**src/rtl/pci_cfg_addr_pkg.sv**
```systemverilog
package pci_cfg_addr_pkg;
  localparam int unsigned ADDR_W = 16;
  localparam int unsigned DATA_W = 32;
  localparam int unsigned LANES  = DATA_W / 8;
  localparam logic [ADDR_W-1:0] CFG_ADDR_LOC = 16'h0CF8;

  typedef enum logic [1:0] {
    OP_NONE  = 2'd0,
    OP_READ  = 2'd1,
    OP_WRITE = 2'd2
  } host_op_e;

  function automatic logic [DATA_W-1:0] lane_mask(input logic [LANES-1:0] be);
    logic [DATA_W-1:0] m;
    for (int i = 0; i < LANES; i++) m[i*8 +: 8] = {8{be[i]}};
    return m;
  endfunction
endpackage

```
**src/rtl/cfg_addr_decode.sv**
```systemverilog
module cfg_addr_decode
  import pci_cfg_addr_pkg::*;
#(
  parameter int unsigned AW = ADDR_W,
  parameter int unsigned NL = LANES,
  parameter logic [AW-1:0] REG_LOC = CFG_ADDR_LOC
) (
  input  logic [AW-1:0] addr,
  input  logic [NL-1:0] be,
  input  logic          rd,
  input  logic          wr,
  output host_op_e      op,
  output logic          claim
);
  localparam int unsigned SEL_LSB = $clog2(NL);

  logic dword_hit;
  logic full_lanes;

  always_comb begin
    dword_hit  = (addr[AW-1:SEL_LSB] == REG_LOC[AW-1:SEL_LSB]);
    full_lanes = &be;
    // write wins when both strobes are raised
    if (wr)      op = OP_WRITE;
    else if (rd) op = OP_READ;
    else         op = OP_NONE;
    claim = dword_hit && full_lanes && (op != OP_NONE);
  end
endmodule

```
**src/rtl/cfg_addr_store.sv**
```systemverilog
module cfg_addr_store
  import pci_cfg_addr_pkg::*;
#(
  parameter int unsigned DW = DATA_W,
  parameter int unsigned NL = DW / 8
) (
  input  logic          clk,
  input  logic          rst,
  input  logic          claim,
  input  host_op_e      op,
  input  logic [NL-1:0] be,
  input  logic [DW-1:0] wdata,
  output logic [DW-1:0] reg_q,
  output logic [DW-1:0] rdata_q,
  output logic          ack_q
);
  logic take;
  logic ld;

  always_comb begin
    take = claim && !ack_q;
    ld   = take && (op == OP_WRITE);
  end

  for (genvar g = 0; g < NL; g++) begin : g_lane
    always_ff @(posedge clk) begin
      if (rst)
        reg_q[g*8 +: 8] <= '0;
      else if (ld && be[g])
        reg_q[g*8 +: 8] <= wdata[g*8 +: 8];
    end
  end

  always_ff @(posedge clk) begin
    if (rst) begin
      ack_q   <= 1'b0;
      rdata_q <= '0;
    end else begin
      ack_q   <= take;
      rdata_q <= (take && op == OP_READ) ? (reg_q & lane_mask(be)) : '0;
    end
  end


  ack_next_chk: assert property (@(posedge clk) disable iff (rst)
    (claim && !ack_q) |=> ack_q);

  load_value_chk: assert property (@(posedge clk) disable iff (rst)
    (claim && !ack_q && op == OP_WRITE && (&be)) |=> (reg_q == $past(wdata)));

  hold_value_chk: assert property (@(posedge clk) disable iff (rst)
    !(claim && !ack_q && op == OP_WRITE) |=> $stable(reg_q));
endmodule

```
**src/rtl/cfg_fwd_mux.sv**
```systemverilog
module cfg_fwd_mux
  import pci_cfg_addr_pkg::*;
#(
  parameter int unsigned AW = ADDR_W,
  parameter int unsigned DW = DATA_W,
  parameter int unsigned NL = DW / 8
) (
  input  logic          claim,
  input  logic          ack_q,
  input  host_op_e      op,
  input  logic [AW-1:0] h_addr,
  input  logic [NL-1:0] h_be,
  input  logic [DW-1:0] h_wdata,
  input  logic [DW-1:0] rdata_q,
  output logic [DW-1:0] h_rdata,
  output logic          h_ready,
  output logic [AW-1:0] dn_addr,
  output logic [NL-1:0] dn_be,
  output logic          dn_rd,
  output logic          dn_wr,
  output logic [DW-1:0] dn_wdata,
  input  logic [DW-1:0] dn_rdata,
  input  logic          dn_ready
);
  logic pass;

  always_comb begin
    pass     = !claim && !ack_q;
    dn_addr  = h_addr;
    dn_be    = h_be;
    dn_wdata = h_wdata;
    dn_rd    = pass && (op == OP_READ);
    dn_wr    = pass && (op == OP_WRITE);
    if (ack_q) begin
      h_ready = 1'b1;
      h_rdata = rdata_q;
    end else if (dn_rd || dn_wr) begin
      h_ready = dn_ready;
      h_rdata = dn_rdata;
    end else begin
      h_ready = 1'b0;
      h_rdata = '0;
    end
  end
endmodule

```
**src/rtl/pci_cfg_addr_port.sv**
```systemverilog
module pci_cfg_addr_port
  import pci_cfg_addr_pkg::*;
#(
  parameter int unsigned AW = ADDR_W,
  parameter int unsigned DW = DATA_W,
  parameter int unsigned NL = DW / 8,
  parameter logic [AW-1:0] REG_LOC = CFG_ADDR_LOC
) (
  input  logic          clk,
  input  logic          rst,
  input  logic [AW-1:0] h_addr,
  input  logic [NL-1:0] h_be,
  input  logic          h_rd,
  input  logic          h_wr,
  input  logic [DW-1:0] h_wdata,
  output logic [DW-1:0] h_rdata,
  output logic          h_ready,
  output logic [AW-1:0] dn_addr,
  output logic [NL-1:0] dn_be,
  output logic          dn_rd,
  output logic          dn_wr,
  output logic [DW-1:0] dn_wdata,
  input  logic [DW-1:0] dn_rdata,
  input  logic          dn_ready
);
  host_op_e      op;
  logic          claim;
  logic          ack_q;
  logic [DW-1:0] reg_q;
  logic [DW-1:0] rdata_q;

  cfg_addr_decode #(.AW(AW), .NL(NL), .REG_LOC(REG_LOC)) dec_i (
    .addr(h_addr), .be(h_be), .rd(h_rd), .wr(h_wr), .op(op), .claim(claim)
  );

  cfg_addr_store #(.DW(DW), .NL(NL)) store_i (
    .clk(clk), .rst(rst), .claim(claim), .op(op), .be(h_be),
    .wdata(h_wdata), .reg_q(reg_q), .rdata_q(rdata_q), .ack_q(ack_q)
  );

  cfg_fwd_mux #(.AW(AW), .DW(DW), .NL(NL)) fwd_i (
    .claim(claim), .ack_q(ack_q), .op(op), .h_addr(h_addr), .h_be(h_be),
    .h_wdata(h_wdata), .rdata_q(rdata_q), .h_rdata(h_rdata), .h_ready(h_ready),
    .dn_addr(dn_addr), .dn_be(dn_be), .dn_rd(dn_rd), .dn_wr(dn_wr),
    .dn_wdata(dn_wdata), .dn_rdata(dn_rdata), .dn_ready(dn_ready)
  );


  one_dn_strobe_chk: assert property (@(posedge clk) disable iff (rst)
    $onehot0({dn_rd, dn_wr}));

  claim_quiet_chk: assert property (@(posedge clk) disable iff (rst)
    (claim || ack_q) |-> !(dn_rd || dn_wr));
endmodule

```
**config.mk**
```make
export PLATFORM = sky130hd
export DESIGN_NAME = pci_cfg_addr_port
export DESIGN_NICKNAME = d
export VERILOG_FILES = /design/src/rtl/pci_cfg_addr_pkg.sv /design/src/rtl/cfg_addr_decode.sv /design/src/rtl/cfg_addr_store.sv /design/src/rtl/cfg_fwd_mux.sv /design/src/rtl/pci_cfg_addr_port.sv
export SDC_FILE = /design/constraint.sdc
export NUM_CORES = 1
export LEC_CHECK = 0
export ABC_AREA = 1
export BUFFER_PORTS_ARGS = -buffer_cell sky130_fd_sc_hd__buf_2
export CORE_MARGIN = 4
export CORE_UTILIZATION = 35
export CTS_CLUSTER_SIZE = 25
export DETAILED_ROUTE_END_ITERATION = 10
export PLACE_DENSITY = 0.67
export RECOVER_POWER = 25
export SLEW_MARGIN = 10
export SYNTH_ARGS = -nofsm -noshare
export SYNTH_HDL_FRONTEND = slang
export SYNTH_SLANG_ARGS = --single-unit
export TNS_END_PERCENT = 10
```
**constraint.sdc**
```tcl
create_clock -name clk -period 1.4 [get_ports clk]
set_input_delay 0.21 -clock clk [delete_from_list [all_inputs] [get_ports clk]]
set_output_delay 0.21 -clock clk [all_outputs]
set_load 0.03 [all_outputs]
```
==> flow_metrics.env, run 1 <==
export IMPL_insertion_delay_ns=0.34
export IMPL_worst_slew_pin_slew_ns=0.163
export IMPL_setup_ws_ns=-0.165
export IMPL_antenna_found_initial=1
export IMPL_yosysWarnings=0
export IMPL_drtIter0Drc=162
export IMPL_ctsHoldBuffers=0
export IMPL_intPower_uw=2980
export IMPL_crit_fanout=7
export IMPL_period_share_pct=112
export IMPL_power_frac_clock_pct=36.3
export IMPL_path_clk_slew_ns=0.07
export IMPL_syn_area_mm2=0.00339
export IMPL_critPathCaptureType="output pin"
export IMPL_crit_type="primary input to output pin"
export IMPL_grt_pass1_wl_mm=15.3
export IMPL_io_buffers=171
export IMPL_p_sw_uw=1230
export IMPL_fillers=938
export IMPL_path_cells="buf_6, inv_2, nand2_2, nor2_2, nand2_2, nor2_4, nand2_8, buf_12, nand4_1, nand2_2, buf_6"
export IMPL_power_density_mw_per_mm2=882
export IMPL_syn_inst=498
export IMPL_gr_total_overflow=0
export IMPL_n_antenna_cell=0
export IMPL_slowest_delay_ns=0.17
export IMPL_htreeDepth=3
export IMPL_die_h_um=106
export IMPL_synth_fa_ha_area_share_pct=0
export IMPL_hold_start="rst"
export IMPL_routedWlPerCell_um=13.2
export IMPL_arrival_ns=1.36
export IMPL_syn_to_final_growth_pct=41.0
export IMPL_reg2reg_depth=6
export IMPL_vias=3315
export IMPL_cts_buffer_depth=2
export IMPL_synth_compound_area_share_pct=0.258
export IMPL_setup_viol=35
export IMPL_wirelength_mm=10.1
export IMPL_power_share_sequential_pct=43.8
export IMPL_fin_crit_ns=1.57
export IMPL_finalNetCount=720
export IMPL_pin_count=176
export IMPL_grt_max_degree=33
export IMPL_holdPathEnd="store_i.ack_q"
export IMPL_yosysSeqAreaShare_pct=38.4
export IMPL_p_sw_share_pct=29.2
export IMPL_yosysTopAreaCell="dfxtp_1"
export IMPL_leakage_uw=0.00244
export IMPL_pwr_share_comb_pct=19.9
export IMPL_cts_tree="yes"
export IMPL_fin_tns_setup_ns=-4.08
export IMPL_post_place_ws_ns=-0.160
export IMPL_synth_top_cells_by_area="dfxtp_1 (38%), nand2_1 (19%), buf_4 (12%), nor2_1 (8.1%), nand4_1 (5.9%)"
export IMPL_slew_limit_headroom_pct=89.1
export IMPL_drive_gt1_share_pct=43.1
export IMPL_fmax_mhz=639
export IMPL_ir_drop_v=0.000541
export IMPL_synthXorXnorAreaFrac_pct=0
export IMPL_rsz0062_at_grt="true"
export IMPL_cpMostUsedCell="nand2_2"
export IMPL_core_area_mm2=0.00933
export IMPL_synth_top_family_by_area="simple AND/OR/NAND/NOR gates"
export IMPL_initial_core_util_pct=36.3
export IMPL_status="finished, violations left"
export IMPL_dr_pass1_iters=4
export IMPL_gp_congestion=0.730
export IMPL_violations="negative setup slack"
export IMPL_cp_required_ns=1.19
export IMPL_numCtsBuffers=9
export IMPL_cts_root_buf="clkbuf_8"
export IMPL_synthSimpleGateAreaFrac_pct=41.2
export IMPL_hpwlAfterDp_mm=6.90
export IMPL_drtAntennaViolNets=0
export IMPL_grt_pass1_vias=3194
export IMPL_rows=35
export IMPL_synth_nets=587
export IMPL_r2r_end="store_i.reg_q[22]"
export IMPL_ys_ff_latch=65
export IMPL_cap_violations=0
export IMPL_ff2ff_setup_slack_ns=0.13
export IMPL_clock_skew_ns=0.00589
export IMPL_yosys_area_top_type_share_pct=38.4
export IMPL_ys_types=21
export IMPL_hold_viol=0
export IMPL_cts_sinks=65
export IMPL_drc_errors=0
export IMPL_die_area_mm2=0.0113
export IMPL_hold_class="primary input to flop"
export IMPL_slew_violations=0
export IMPL_slowest_stage="nor2_4"
export IMPL_chipWidth_um=106
export IMPL_crit_path_start_kind="primary input"
export IMPL_muxShareOfSynthArea_pct=0
export IMPL_via_per_inst=4.33
export IMPL_grtUsageTotal_pct=17.2
export IMPL_syn_area_per_cell_um2=6.80
export IMPL_r2r_start="store_i.ack_q"
export IMPL_min_delay_path_depth=2
[worst max path at each step]
| stage | from | to | slack [ns] | cells past startpoint |
|---|---|---|---|---|
| floorplan | h_be[3] | h_rdata[12] | -0.11 | 9 |
| global placement | h_be[3] | h_rdata[22] | -0.13 | 10 |
| detailed placement | h_be[3] | h_rdata[3] | -0.16 | 10 |
| CTS | store_i.ack_q | h_ready | -0.15 | 4 |
| global route | h_be[0] | h_rdata[12] | -0.25 | 10 |
| finish | h_addr[2] | h_rdata[12] | -0.17 | 11 |
[per-stage QoR]
step	cells	area, um^2	total power (uW)	hold WS, ns	util [%]
floorplan	498	3400	2420	0.286	-
global placement	741	4160	2630	0.420	44.6
detailed placement	741	4160	2640	0.420	44.6
CTS	762	4620	4240	0.0576	49.6
global route	765	4780	4380	0.0606	51.2
finish	765	4780	4220	0.0799	51.2
[layout by cell type (no fill, tap or decap), types with 2 or more instances in the layout]
master / count
nand2_1: 159
buf_2: 133
nor2_1: 70
dfxtp_1: 64
inv_1: 35
nor2_2: 32
nand4_1: 32
buf_6: 29
buf_4: 27
nand2_2: 10
clkbuf_8: 9
buf_12: 9
clkinv_2: 4
nor2_4: 3
buf_16: 3
inv_2: 2
nand2_4: 2
clkinv_4: 2
clkbuf_16: 2
[cell families after synthesis]
group | Yosys count
buf+inv | 119
flops | 65
simple gates | 313
compound gates | 1
[final cells by class]
cell class	count	area, um^2	area share [%]
Tap cell	129	161	3.38
Sequential cell	65	1310	27.3
Multi-Input combinational cell	314	1470	30.7
Clock buffer	10	128	2.67
Clock inverter	6	58.8	1.23
Timing Repair Buffer	203	1510	31.6
Inverter	38	148	3.09
[Yosys cell counts (all sizes together)]
cell / n
dfxtp: 65
nand2: 172
buf: 67
nor2: 105
clkbuf: 14
nor3: 2
nand4: 33
nand3: 1
a31o: 1
inv: 37
clkinv: 1
[metal layers]
metal | routed length (um) | track usage, % | part of all wire [%]
met1 | 4360 | 20.7 | 43
met2 | 4770 | 29.3 | 47
met3 | 735 | 4.07 | 7.3
met4 | 204 | 7.40 | 2.0
met5 | 19 | 0 | 0.19
[registers in the layout, summed over array words and instances, names as in the netlist]
| signal | flops |
|---|---|
| store_i.ack_q | 1 |
| store_i.rdata_q | 32 |
| store_i.reg_q | 32 |
[critical path: cells and delay by family]
kind                   cells  cell delay, ns
AND/OR/NAND/NOR            7            0.69
buffers and inverters      4            0.43
[power by group through the flow]
stage / registers (uW) / logic [uW] / clock network (uW)
floorplan: 1890 / 534 / 0
global placement: 1890 / 743 / 0
detailed placement: 1890 / 748 / 0
CTS: 1850 / 815 / 1580
global route: 1840 / 890 / 1650
finish: 1850 / 838 / 1530
[timing repair]
item / CTS / global route
setup endpoints to repair: 35 / 35
pin swaps: 3 / 13
gates cloned: 3 / 2
buffers inserted: 2 / 1
gates resized for setup: 64 / 27
No activity file was read; power rests on OpenSTA's default activity.
==> run 2: changes to the inputs <==
--- a/config.mk
+++ b/config.mk
@@ -13,2 +13,3 @@
 export DETAILED_ROUTE_END_ITERATION = 10
+export GPL_ROUTABILITY_DRIVEN = 0
 export PLACE_DENSITY = 0.67
==> constraint.sdc (replaced) <==
create_clock -name clk -period 1.4 [get_ports clk]
set_input_delay 0.07 -clock clk [delete_from_list [all_inputs] [get_ports clk]]
set_output_delay 0.07 -clock clk [all_outputs]
set_load 0.03 [all_outputs]
==> run 2 against run 1 <==
  * The flow now finishes without violations
  * Die area unchanged
  * Critical path depth down 6
  * Worst hold slack worse by 0.048 ns
  * Maximum frequency up 15%
  * Largest cell class unchanged
==> flow_metrics.env, run 2 (synthesized netlist as in run 1, its figures left out) <==
export IMPL_status="completed"
export IMPL_post_place_ws_ns=0.0461
export IMPL_hpwlAfterDp_mm=7.08
export IMPL_critical_path_buf_inv_count=3
export IMPL_slowest_stage="dfxtp_4"
export IMPL_cts_root_buf="clkbuf_8"
export IMPL_slew_limit_headroom_pct=73.2
export IMPL_setup_ws_ns=0.0334
export IMPL_die_h_um=106
export IMPL_crit_path_start_kind="flop"
export IMPL_initial_core_util_pct=36.3
export IMPL_power_density_mw_per_mm2=901
export IMPL_finalNetCount=741
export IMPL_via_per_inst=4.28
export IMPL_cts_sinks=65
export IMPL_critPathCaptureType="output pin"
export IMPL_arrival_ns=1.30
export IMPL_htreeDepth=3
export IMPL_dp_cells=736
export IMPL_fmax_mhz=732
export IMPL_top_regs="store_i.rdata_q x32, store_i.reg_q x32, store_i.ack_q x1"
export IMPL_chipWidth_um=106
export IMPL_grt_pass1_wl_mm=14.8
export IMPL_setup_viol=0
export IMPL_period_share_pct=97.6
export IMPL_n_antenna_cell=0
export IMPL_slew_violations=0
export IMPL_layout_commonest_cell="nand2_1"
export IMPL_dr_pass1_iters=4
export IMPL_drc_errors=0
export IMPL_rows=35
export IMPL_crit_family="buffers and inverters"
export IMPL_drtIter0Drc=131
export IMPL_io_buffers=171
export IMPL_insertion_delay_ns=0.34
export IMPL_crit_type="flop to output pin"
export IMPL_drtAntennaViolNets=0
export IMPL_antenna_found_initial=0
export IMPL_slowest_delay_ns=0.37
export IMPL_grtUsageTotal_pct=16.6
export IMPL_cp_required_ns=1.33
export IMPL_wirelength_mm=9.84
export IMPL_gr_total_overflow=0
export IMPL_ir_drop_v=0.000533
export IMPL_vias=3364
export IMPL_leakage_uw=0.00236
export IMPL_fin_crit_ns=1.37
export IMPL_drive_gt1_share_pct=33.5
export IMPL_numCtsBuffers=9
export IMPL_grt_pass1_vias=3120
export IMPL_crit_fanout=11
export IMPL_final_cells=786
export IMPL_path_cells="inv_8, buf_8, nand4_1, nand2_1, clkbuf_4"
export IMPL_die_area_mm2=0.0113
export IMPL_cts_buffer_depth=2
export IMPL_cap_violations=0
export IMPL_syn_to_final_growth_pct=38.6
export IMPL_worst_slew_pin_slew_ns=0.404
export IMPL_clock_skew_ns=0.00684
export IMPL_cts_tree="yes"
export IMPL_core_area_mm2=0.00933
export IMPL_grt_max_degree=34
export IMPL_path_clk_slew_ns=0.07
export IMPL_routedWlPerCell_um=12.5
export IMPL_final_cell_mix="nand2_1 (168), buf_2 (112), nor2_1 (72), dfxtp_1 (64), inv_1 (36)"
export IMPL_hold_viol=0
export IMPL_pin_count=176
export IMPL_hold_class="primary input to flop"
export IMPL_rsz0062_at_grt="true"
run 2: path summary, 6_finish.rpt:
| kind | slack (ns) | end | cells past startpoint | from |
|---|---|---|---|---|
| setup / recovery | 0.03 | h_rdata[29] | 5 | store_i.ack_q |
| hold / removal | 0.03 | store_i.reg_q[15] | 3 | h_wdata[15] |
| setup reg to reg | 0.10 | store_i.rdata_q[4] | 5 | store_i.ack_q |
| hold reg to reg | 0.45 | store_i.rdata_q[21] | 2 | store_i.reg_q[21] |
run 2: tightest hold or removal path, cell delays in order:
cell,delay (ns)
buf_2,0.12
nor2_1,0.06
nor2_1,0.08
run 2: timing repair:
item / in CTS / in global routing
resized for setup: 6 / 59
setup endpoints to repair: 32 / 33
pin swaps: 0 / 1
hold buffers: 31 / 1
gates cloned: 0 / 1
buffers inserted: 0 / 1
endpoints found under the hold margin: 31 / 1
run 2: layout make-up:
type	instances	area (um^2)
fillers	958	4630
repair buffers	224	1490
multi-input cells	314	1400
flip-flops and latches	65	1310
well taps	129	161
inverters	38	150
clock buffers	11	141
clock inverters	5	55.1
run 2: stage by stage:
step	util [%]	total power [uW]	area (um^2)	hold slack (ns)	TNS, ns
floorplan	-	2420	3390	0.146	0
global placement	43.5	2610	4060	0.140	0
detailed placement	43.5	2610	4060	0.140	0
CTS	49.1	4260	4580	0.00142	-0.0541
global route	50.4	4420	4700	0.0588	-0.112
finish	50.4	4230	4700	0.0316	0
run 2: per-layer routing:
metal	vias to the layer above	GRT usage [%]	wire (um)
met2	127	27.8	4720
met3	11	3.83	702
met4	0	6.57	112
met1	1462	20.4	4300
li1	1764	-	-
met5	-	0	0
run 2: report_power, final:
part	internal [uW]	switching, uW
clock network	865	701
logic	313	509
registers	1850	0.00181
